### config.mk
export PLATFORM = sky130hd
export DESIGN_NAME = uart_ovr_rx
export DESIGN_NICKNAME = d
export VERILOG_FILES = /design/src/rtl/uart_ovr_pkg.sv /design/src/rtl/rx_sync.sv /design/src/rtl/rx_frame.sv /design/src/rtl/rx_hold.sv /design/src/rtl/uart_ovr_rx.sv
export SDC_FILE = /design/constraint.sdc
export NUM_CORES = 1
export LEC_CHECK = 0
export ABC_AREA = 0
export BUFFER_PORTS_ARGS = -buffer_cell sky130_fd_sc_hd__buf_4
export CAP_MARGIN = 20
export CELL_PAD_IN_SITES_DETAIL_PLACEMENT = 1
export CELL_PAD_IN_SITES_GLOBAL_PLACEMENT = 2
export CORE_AREA = 2 2 70 72
export CTS_BUF_LIST = sky130_fd_sc_hd__clkbuf_4 sky130_fd_sc_hd__clkbuf_8
export DETAILED_ROUTE_END_ITERATION = 10
export DIE_AREA = 0 0 72 74
export PLACE_DENSITY = 0.87
export SLEW_MARGIN = 20
export SYNTH_ARGS = -nofsm -noshare
export SYNTH_HDL_FRONTEND = slang
export SYNTH_SLANG_ARGS = --single-unit
### constraint.sdc
create_clock -name clk -period 2 [get_ports clk]
set_clock_uncertainty 0.15 [all_clocks]
set_input_delay 0.2 -clock clk [delete_from_list [all_inputs] [get_ports clk]]
set_output_delay 0.2 -clock clk [all_outputs]
set_load 0.02 [all_outputs]
### src/rtl/uart_ovr_pkg.sv
package uart_ovr_pkg;
    localparam int BYTE_W      = 8;
    localparam int OSR         = 16;
    localparam int CNT_W       = $clog2(OSR);
    localparam int BIT_W       = $clog2(BYTE_W);
    localparam int CLR_W       = 8;
    localparam int OVR_CLR_BIT = 3;

    typedef enum logic [1:0] {
        RX_IDLE,
        RX_START,
        RX_DATA,
        RX_STOP
    } rx_state_e;

    typedef struct packed {
        logic              valid;
        logic [BYTE_W-1:0] data;
    } rx_byte_t;

    function automatic logic mid_reached(input logic [CNT_W-1:0] c);
        return c == CNT_W'(OSR / 2 - 1);
    endfunction

    function automatic logic period_done(input logic [CNT_W-1:0] c);
        return c == CNT_W'(OSR - 1);
    endfunction
endpackage

### src/rtl/rx_sync.sv
module rx_sync #(
    parameter int STAGES = 2
) (
    input  logic clk,
    input  logic rst,
    input  logic din,
    output logic dout
);
    logic [STAGES-1:0] chain;

    generate
        if (STAGES == 1) begin : g_single
            always_ff @(posedge clk) begin
                if (rst) chain <= 1'b1;
                else     chain <= din;
            end
        end else begin : g_multi
            always_ff @(posedge clk) begin
                if (rst) chain <= '1;
                else     chain <= {chain[STAGES-2:0], din};
            end
        end
    endgenerate

    assign dout = chain[STAGES-1];
endmodule

### src/rtl/rx_frame.sv
module rx_frame
    import uart_ovr_pkg::*;
(
    input  logic     clk,
    input  logic     rst,
    input  logic     tick,
    input  logic     line,
    output rx_byte_t byte_out
);
    rx_state_e         state;
    logic [CNT_W-1:0]  cnt;
    logic [BIT_W-1:0]  bidx;
    logic [BYTE_W-1:0] shreg;

    always_ff @(posedge clk) begin
        if (rst) begin
            state    <= RX_IDLE;
            cnt      <= '0;
            bidx     <= '0;
            shreg    <= '0;
            byte_out <= '0;
        end else begin
            byte_out.valid <= 1'b0;
            if (tick) begin
                case (state)
                    RX_IDLE: begin
                        if (!line) begin
                            state <= RX_START;
                            cnt   <= '0;
                        end
                    end
                    RX_START: begin
                        if (mid_reached(cnt)) begin
                            cnt   <= '0;
                            bidx  <= '0;
                            state <= line ? RX_IDLE : RX_DATA;
                        end else begin
                            cnt <= cnt + 1'b1;
                        end
                    end
                    RX_DATA: begin
                        if (period_done(cnt)) begin
                            cnt   <= '0;
                            shreg <= {line, shreg[BYTE_W-1:1]};
                            if (bidx == BIT_W'(BYTE_W - 1)) state <= RX_STOP;
                            else                            bidx  <= bidx + 1'b1;
                        end else begin
                            cnt <= cnt + 1'b1;
                        end
                    end
                    RX_STOP: begin
                        if (period_done(cnt)) begin
                            cnt            <= '0;
                            state          <= RX_IDLE;
                            byte_out.valid <= 1'b1;
                            byte_out.data  <= shreg;
                        end else begin
                            cnt <= cnt + 1'b1;
                        end
                    end
                    default: state <= RX_IDLE;
                endcase
            end
        end
    end


    byte_from_stop_chk: assert property (@(posedge clk) disable iff (rst)
        byte_out.valid |-> $past(state == RX_STOP));


    false_start_chk: assert property (@(posedge clk) disable iff (rst)
        (state == RX_START && tick && mid_reached(cnt) && line) |=> state == RX_IDLE);
endmodule

### src/rtl/rx_hold.sv
module rx_hold
    import uart_ovr_pkg::*;
(
    input  logic              clk,
    input  logic              rst,
    input  rx_byte_t          byte_in,
    input  logic              rd_en,
    input  logic              clr_we,
    input  logic [CLR_W-1:0]  clr_wdata,
    output logic [BYTE_W-1:0] data_q,
    output logic              rdy_q,
    output logic              ovr_q
);
    logic clr_hit;
    logic accept;
    logic lose;

    assign clr_hit = clr_we && clr_wdata[OVR_CLR_BIT];
    assign accept  = byte_in.valid && !rdy_q && !ovr_q;
    assign lose    = byte_in.valid && rdy_q;

    always_ff @(posedge clk) begin
        if (rst) begin
            data_q <= '0;
            rdy_q  <= 1'b0;
            ovr_q  <= 1'b0;
        end else begin
            if (accept) data_q <= byte_in.data;

            if (accept)     rdy_q <= 1'b1;
            else if (rd_en) rdy_q <= 1'b0;

            if (lose)         ovr_q <= 1'b1;
            else if (clr_hit) ovr_q <= 1'b0;
        end
    end


    held_data_stable_chk: assert property (@(posedge clk) disable iff (rst)
        rdy_q |=> $stable(data_q));


    overrun_set_chk: assert property (@(posedge clk) disable iff (rst)
        (byte_in.valid && rdy_q) |=> ovr_q);


    discard_in_ovr_chk: assert property (@(posedge clk) disable iff (rst)
        (byte_in.valid && ovr_q) |=> $stable(data_q));


    ovr_clear_only_chk: assert property (@(posedge clk) disable iff (rst)
        $fell(ovr_q) |-> $past(clr_we && clr_wdata[OVR_CLR_BIT]));


    collide_chk: assert property (@(posedge clk) disable iff (rst)
        (byte_in.valid && rdy_q && rd_en) |=> (!rdy_q && ovr_q));
endmodule

### src/rtl/uart_ovr_rx.sv
module uart_ovr_rx
    import uart_ovr_pkg::*;
#(
    parameter int SYNC_STAGES = 2
) (
    input  logic              clk,
    input  logic              rst,
    input  logic              rx_line,
    input  logic              baud_tick,
    input  logic              rd_en,
    output logic [BYTE_W-1:0] rd_data,
    input  logic              clr_we,
    input  logic [CLR_W-1:0]  clr_wdata,
    input  logic              rx_ie,
    input  logic              err_ie,
    output logic              rdy,
    output logic              ovr,
    output logic              irq
);
    logic     line_s;
    rx_byte_t fr_byte;

    rx_sync #(.STAGES(SYNC_STAGES)) u_sync (
        .clk (clk),
        .rst (rst),
        .din (rx_line),
        .dout(line_s)
    );

    rx_frame u_frame (
        .clk     (clk),
        .rst     (rst),
        .tick    (baud_tick),
        .line    (line_s),
        .byte_out(fr_byte)
    );

    rx_hold u_hold (
        .clk      (clk),
        .rst      (rst),
        .byte_in  (fr_byte),
        .rd_en    (rd_en),
        .clr_we   (clr_we),
        .clr_wdata(clr_wdata),
        .data_q   (rd_data),
        .rdy_q    (rdy),
        .ovr_q    (ovr)
    );

    assign irq = (rx_ie && (rdy || ovr)) || (err_ie && ovr);


    err_irq_chk: assert property (@(posedge clk) disable iff (rst)
        (err_ie && ovr) |-> irq);


    quiet_irq_chk: assert property (@(posedge clk) disable iff (rst)
        (!rdy && !ovr) |-> !irq);
endmodule

==> out/results.tsv, run 1 <==
metric	value	unit
status	finished, final reports clean	
CP max FO	6	
total of warnings raised by yosys	0	
total area of sequential cells	763	um2
IO Count	27	
FP Rows	25	
vias post-DR	1172	
final worst-path cycle share	97.4	%
Worst Setup End Kind	register	
Clk Latency, worst-skew pair	0.28	ns
Hold Crit Class	input port to register	
Inserted Diodes	0	
GR Util All Layers	12.1	%
area of the multi-input gates	758	um2
Mapped Cells	159	
final hold vios	0	
Die Area	5330	um2
Static Leak	0.772	nW
htree depth	2	
# setup viols final	0	
ratio of cells with drive above 1 in the final layout	23.6	%
Detailed Route WL	3070	um
Power Density	712	nW/um2
1st-iter DRT viols	51	
Sink Count	38	
count leader, synth	dfxtp_1	
Final TNS setup	0	ns
largest net degree at the start of global routing	39	
Critical Path Start Type	register	
mapped cell area	1560	um2
WP buf/inv	0	
CP delay by family, top	simple AND/OR/NAND/NOR gates	
Seq/Total Area, Yosys	48.9	%
Final #Nets	200	
Max-slew headroom	74.5	%
syn_nets	178	
worst path arrival time	2.00	ns
Worst-path clk slew	0.07	ns
initial core utilization	33.8	%
Routed WL per cell	13.0	um
type of the worst setup path	register to register	
Final GP Congestion	0.805	
Period minus WS final	1.95	ns
number of synthesized flops with an enable pin	0	
#FFs+latches synth	38	
post-route ant nets	0	
Max rail drop VDD	0.000267	V
Post-synth ARST share	0	%
delay of the slowest critical-path stage	0.52	ns
Synth area leader	dfxtp_1	
Avg Cell Area, Syn	9.78	um2
Post-synth top flop	dfxtp_1	
global-route wire length before repair	5020	um
Via density	4.97	
slowest CP cell	or4b_1	
CTS tree	built	
Die W	72	um
Max clock buf depth	2	
FILL cells	530	
core area	4600	um2
DRC errors left	0	
worst path cell trace	ha_4 > ha_4 > and4bb_1 > o21ai_4 > or4b_1 > a21oi_1	
Netlist cell types	31	
number of global-route vias before repair	1162	
Final Slew Violations	0	
total CTS buffers	5	
Initial DRT Pass Iterations	4	
area share of the largest cell type after synthesis	48.9	%
antenna violations before repair	0	
DIE HEIGHT	74	um
final core utilization	41.3	%
synth cell count leaders	38 x dfxtp_1, 33 x nor2_1, 26 x mux2i_1	
Congestion Overflow GR	0	
area growth from synthesis to layout	22.0	%
synth top area cells	dfxtp_1 49%, mux2i_1 17%, nor2_1 8.0%	
WP data required	2.05	ns
Clk Tree Root Cell	clkbuf_8	
Max-Cap Viols	0	
worst slew pin tran	0.383	ns
CP most frequent cell	ha_4	
Max Clock Freq	513	MHz
DP HPWL	2060	um
PortBufs	19	
-- cell usage in the layout, fill, tap and decap left out, drive strengths merged --
cell type and count:
dfxtp 38, nor2 33, mux2i 26, buf 25, nand2 8, clkbuf 7
a21oi 6, or2 4, inv 4, nand3 3, or4b 3, ha 3
o21ai 3, a22oi 2, a31oi 2, nor3b 2, and4 1, a32oi 1
nand4 1, o2111a 1, and3b 1, o211ai 1, a21o 1, a211o 1
and3 1, a311oi 1, and4bb 1, clkinv 1, dlygate4sd3 1
-- worst reg2reg max path, cell delays in order (launching register included) --
cell      delay, ns
dfxtp_2        0.34
ha_4           0.16
ha_4           0.15
and4bb_1       0.29
o21ai_4        0.10
or4b_1         0.53
a21oi_1        0.16
-- path summary, 6_finish.rpt --
check	startpoint	to	slack, ns	cells after the start
max	u_frame.bidx[0]	u_frame.bidx[0]	0.05	6
min	rd_en	u_hold.rdy_q	0.08	4
max reg2reg	u_frame.bidx[0]	u_frame.bidx[0]	0.05	6
min reg2reg	u_sync.chain[0]	u_sync.chain[1]	0.26	1
-- per-stage QoR --
step	cell area (um2)	power [mW]	setup WS (ns)	cells	hold slack [ns]
finish	1900	1.35	0.0522	236	0.0842
detailed placement	1730	0.824	0.0484	225	0.235
CTS	1840	1.38	0.0318	234	0.0738
global placement	1730	0.823	0.137	225	0.235
floorplan	1560	0.805	0.189	159	0.147
global route	1900	1.41	-0.0297	236	0.121
-- routing by layer --
metal | global-route usage, % | wire [um] | vias up
li1 | - | - | 593
met4 | 4.40 | 41 | 0
met2 | 21.7 | 1570 | 19
met5 | 0 | 0 | -
met3 | 4.07 | 112 | 6
met1 | 13.6 | 1340 | 554
-- repair_timing --
action | 4_1_cts | 5_1_grt
resized for setup | 0 | 9
endpoints found under the setup margin | 0 | 3
hold endpoints to repair | 1 | 0
hold buffers | 1 | 0
setup buffers | 0 | 2
-- sequential cells by signal (all words and copies together), names as in the netlist, named ones only --
register          count
u_frame.shreg         8
u_hold.data_q         8
u_hold.ovr_q          1
u_frame.state         1
u_frame.cnt           4
u_sync.chain          2
u_frame.bidx          3
u_frame.byte_out      9
u_hold.rdy_q          1
-- cell families (layout without fill, tap and decap cells) --
| family | after synthesis | after routing | synth area share (%) |
|---|---|---|---|
| multiplexers | 26 | 26 | 16.7 |
| AO/OA/AOI/OAI | 19 | 19 | 8.53 |
| buffers and inverters | 15 | 38 | 4.91 |
| adder cells (fa/ha/maj) | 3 | 3 | 2.41 |
| flip-flops | 38 | 38 | 48.9 |
| AND/OR/NAND/NOR | 58 | 58 | 18.5 |
-- power breakdown --
group | internal [mW] | total (mW) | switching [mW]
combinational | 0.0190 | 0.0428 | 0.0237
sequential | 0.760 | 0.765 | 0.00515
clock | 0.291 | 0.541 | 0.250
total | 1.07 | 1.35 | 0.279
-- layout make-up --
cell class | instances | share of cell area, %
clock buffers | 7 | 4.75
flip-flops and latches | 38 | 40.2
clock inverters | 1 | 0.264
well taps | 54 | 3.56
multi-input cells | 106 | 40.0
inverters | 4 | 0.792
repair buffers | 26 | 10.4
(Power assumes the default switching activity.)
==> run 2: changes to the inputs <==
--- a/config.mk
+++ b/config.mk
@@ -15,6 +15,7 @@
 export DETAILED_ROUTE_END_ITERATION = 10
 export DIE_AREA = 0 0 72 74
 export PLACE_DENSITY = 0.87
+export SETUP_SLACK_MARGIN = 0.15
 export SLEW_MARGIN = 20
 export SYNTH_ARGS = -nofsm -noshare
 export SYNTH_HDL_FRONTEND = slang
==> run 2 against run 1 <==
Non-clock buffer count rose by 2. Core utilization rose by 0.38 points. Clock-buffer cell count did not move. Hold slack barely moved. Global-route usage rose by 0.37 points. Total power barely moved. Final cell count rose by 0.85%. Largest power group unchanged. Sequential share of layout area fell by 0.37 points. Setup slack improved by 0.058 ns. Maximum frequency rose by 3.1%. Via count rose by 1.1%.
==> out/results.tsv, run 2 (same netlist as run 1, synthesis figures left out) <==
metric	value	unit	change
status	finished, final reports clean		unchanged
DIE HEIGHT	74	um	unchanged
WP buf/inv	0		unchanged
Seq pwr share	56.7	%	about the same
area growth from synthesis to layout	23.1	%	was 22.0%
DP HPWL	2060	um	unchanged
Max rail drop VDD	0.000270	V	was 0.000267 V
DRC errors left	0		unchanged
Initial DRT Pass Iterations	4		unchanged
Psw	0.280	mW	was 0.279 mW
number of global-route vias before repair	1197		was 1162
Sw Share	20.7	%	about the same
Sink Count	38		unchanged
Final #Nets	202		was 200
biggest regs	u_frame.byte_out: 9 flops, u_frame.shreg: 8 flops, u_hold.data_q: 8 flops		unchanged
Clk Latency, worst-skew pair	0.28	ns	about the same
Max-Cap Viols	0		unchanged
ratio of cells with drive above 1 in the final layout	25.0	%	was 23.6%
RSZ-0062 raised after global routing	true		
IO Count	27		unchanged
CTS tree	built		unchanged
final worst-path cycle share	94.5	%	was 97.4%
clock power share	40.1	%	about the same
leading cell type in the layout, fill and taps excluded	dfxtp_1		unchanged
Power Density	705	nW/um2	was 712 nW/um2
total area of sequential cells	763	um2	unchanged
FILL cells	528		was 530
Final TNS setup	0	ns	unchanged
Int Pwr	1.07	mW	about the same
CP delay by family, top	simple AND/OR/NAND/NOR gates		unchanged
Hold Crit Class	input port to register		unchanged
initial core utilization	33.8	%	unchanged
GR Util All Layers	12.5	%	was 12.1%
Detailed Route WL	3090	um	was 3070 um
CP most frequent cell	ha_4		unchanged
Max Clock Freq	529	MHz	was 513 MHz
hold_ws	0.0842	ns	about the same
htree depth	2		unchanged
worst path arrival time	1.95	ns	was 2.00 ns
Die Area	5330	um2	unchanged
max reg flops	9		unchanged
Die W	72	um	unchanged
post-route ant nets	0		unchanged
delay of the slowest critical-path stage	0.49	ns	was 0.52 ns
final hold vios	0		unchanged
FP Rows	25		unchanged
area of the multi-input gates	761	um2	was 758 um2
Period minus WS final	1.89	ns	was 1.95 ns
Worst Setup End Kind	register		unchanged
Worst-path clk slew	0.07	ns	about the same
most frequent cells in the layout	36 x dfxtp_1, 33 x nor2_1, 27 x buf_4		was 36 x dfxtp_1, 33 x nor2_1, 26 x mux2i_1
# setup viols final	0		unchanged
antenna violations before repair	0		unchanged
Critical Path Start Type	register		unchanged
slowest CP cell	or4b_4		was or4b_1
1st-iter DRT viols	66		was 51
Final GP Congestion	0.805		unchanged
global-route wire length before repair	5150	um	was 5020 um
total CTS buffers	5		unchanged
type of the worst setup path	register to register		unchanged
Static Leak	0.780	nW	was 0.772 nW
CP max FO	4		was 6
worst path cell trace	ha_4 > ha_4 > and4bb_1 > o21ai_4 > or4b_4 > a21oi_2		was ha_4 > ha_4 > and4bb_1 > o21ai_4 > or4b_1 > a21oi_1
worst slew pin tran	0.392	ns	was 0.383 ns
Routed WL per cell	13.0	um	about the same
PortBufs	19		unchanged
Inserted Diodes	0		unchanged
WP data required	2.06	ns	was 2.05 ns
Max-slew headroom	73.9	%	was 74.5%
Via density	4.98		was 4.97
final core utilization	41.6	%	was 41.3%
combinational share of power	3.2	%	about the same
Most flops, register	u_frame.byte_out		unchanged
Final Slew Violations	0		unchanged
Congestion Overflow GR	0		unchanged
largest net degree at the start of global routing	39		unchanged
core area	4600	um2	unchanged
vias post-DR	1185		was 1172
Max clock buf depth	2		unchanged
Clk Tree Root Cell	clkbuf_8		unchanged
==> run 2: cell types whose count changed in the layout (fill, tap and decap cells not counted), sizes merged <==
| cell | change |
|---|---|
| buf | +2 |
==> run 2: power by group through the flow <==
stage	sequential, mW	combinational (mW)	clock (mW)
after CTS	0.765	0.0433	0.568
after detailed placement	0.783	0.0411	0
final	0.765	0.0432	0.542
after global placement	0.783	0.0401	0
after floorplan	0.779	0.0260	0
after global routing	0.766	0.0475	0.598
==> run 2: final timing paths <==
| path | startpoint | end | slack (ns) | depth (start not counted) |
|---|---|---|---|---|
| hold reg to reg | u_sync.chain[0] | u_sync.chain[1] | 0.26 | 1 |
| setup reg to reg | u_frame.bidx[0] | u_frame.bidx[0] | 0.11 | 6 |
| hold / removal | rd_en | u_hold.rdy_q | 0.08 | 4 |
| setup / recovery | u_frame.bidx[0] | u_frame.bidx[0] | 0.11 | 6 |
==> run 2: layout make-up <==
class                   count  area share, %
clock buffers               7           4.71
clock inverters             1          0.261
inverters                   4          0.784
multi-input cells         106           39.7
flip-flops and latches     38           39.9
well taps                  54           3.53
repair buffers             28           11.1
==> run 2: layer usage <==
metal | track usage [%] | share of wire, %
met1 | 13.4 | 43
met3 | 4.07 | 3.6
met4 | 4.40 | 1.3
met5 | 0 | 0
met2 | 23.3 | 52
==> run 2: worst reg2reg max path: cells and delay by family, from the launching register on <==
kind,cells,cell delay (ns)
fa+ha+maj,2,0.31
simple gates,2,0.79
compound gates,2,0.23
flops,1,0.34
==> run 2: timing repair <==
action,4_1_cts,5_1_grt
hold buffers,1,0
setup endpoints to repair,3,6
setup buffers,3,1
pin swaps,6,6
gates resized for setup,7,3
hold endpoints to repair,1,0
==> run 2: through the flow <==
stage | instance area, um2 | total power [mW] | instances | setup WS, ns
6_report | 1910 | 1.35 | 238 | 0.110
3_3_place_gp | 1730 | 0.823 | 225 | 0.137
2_1_floorplan | 1560 | 0.805 | 159 | 0.189
4_1_cts | 1900 | 1.38 | 237 | 0.0863
3_5_place_dp | 1730 | 0.824 | 225 | 0.0484
5_1_grt | 1910 | 1.41 | 238 | 0.0638
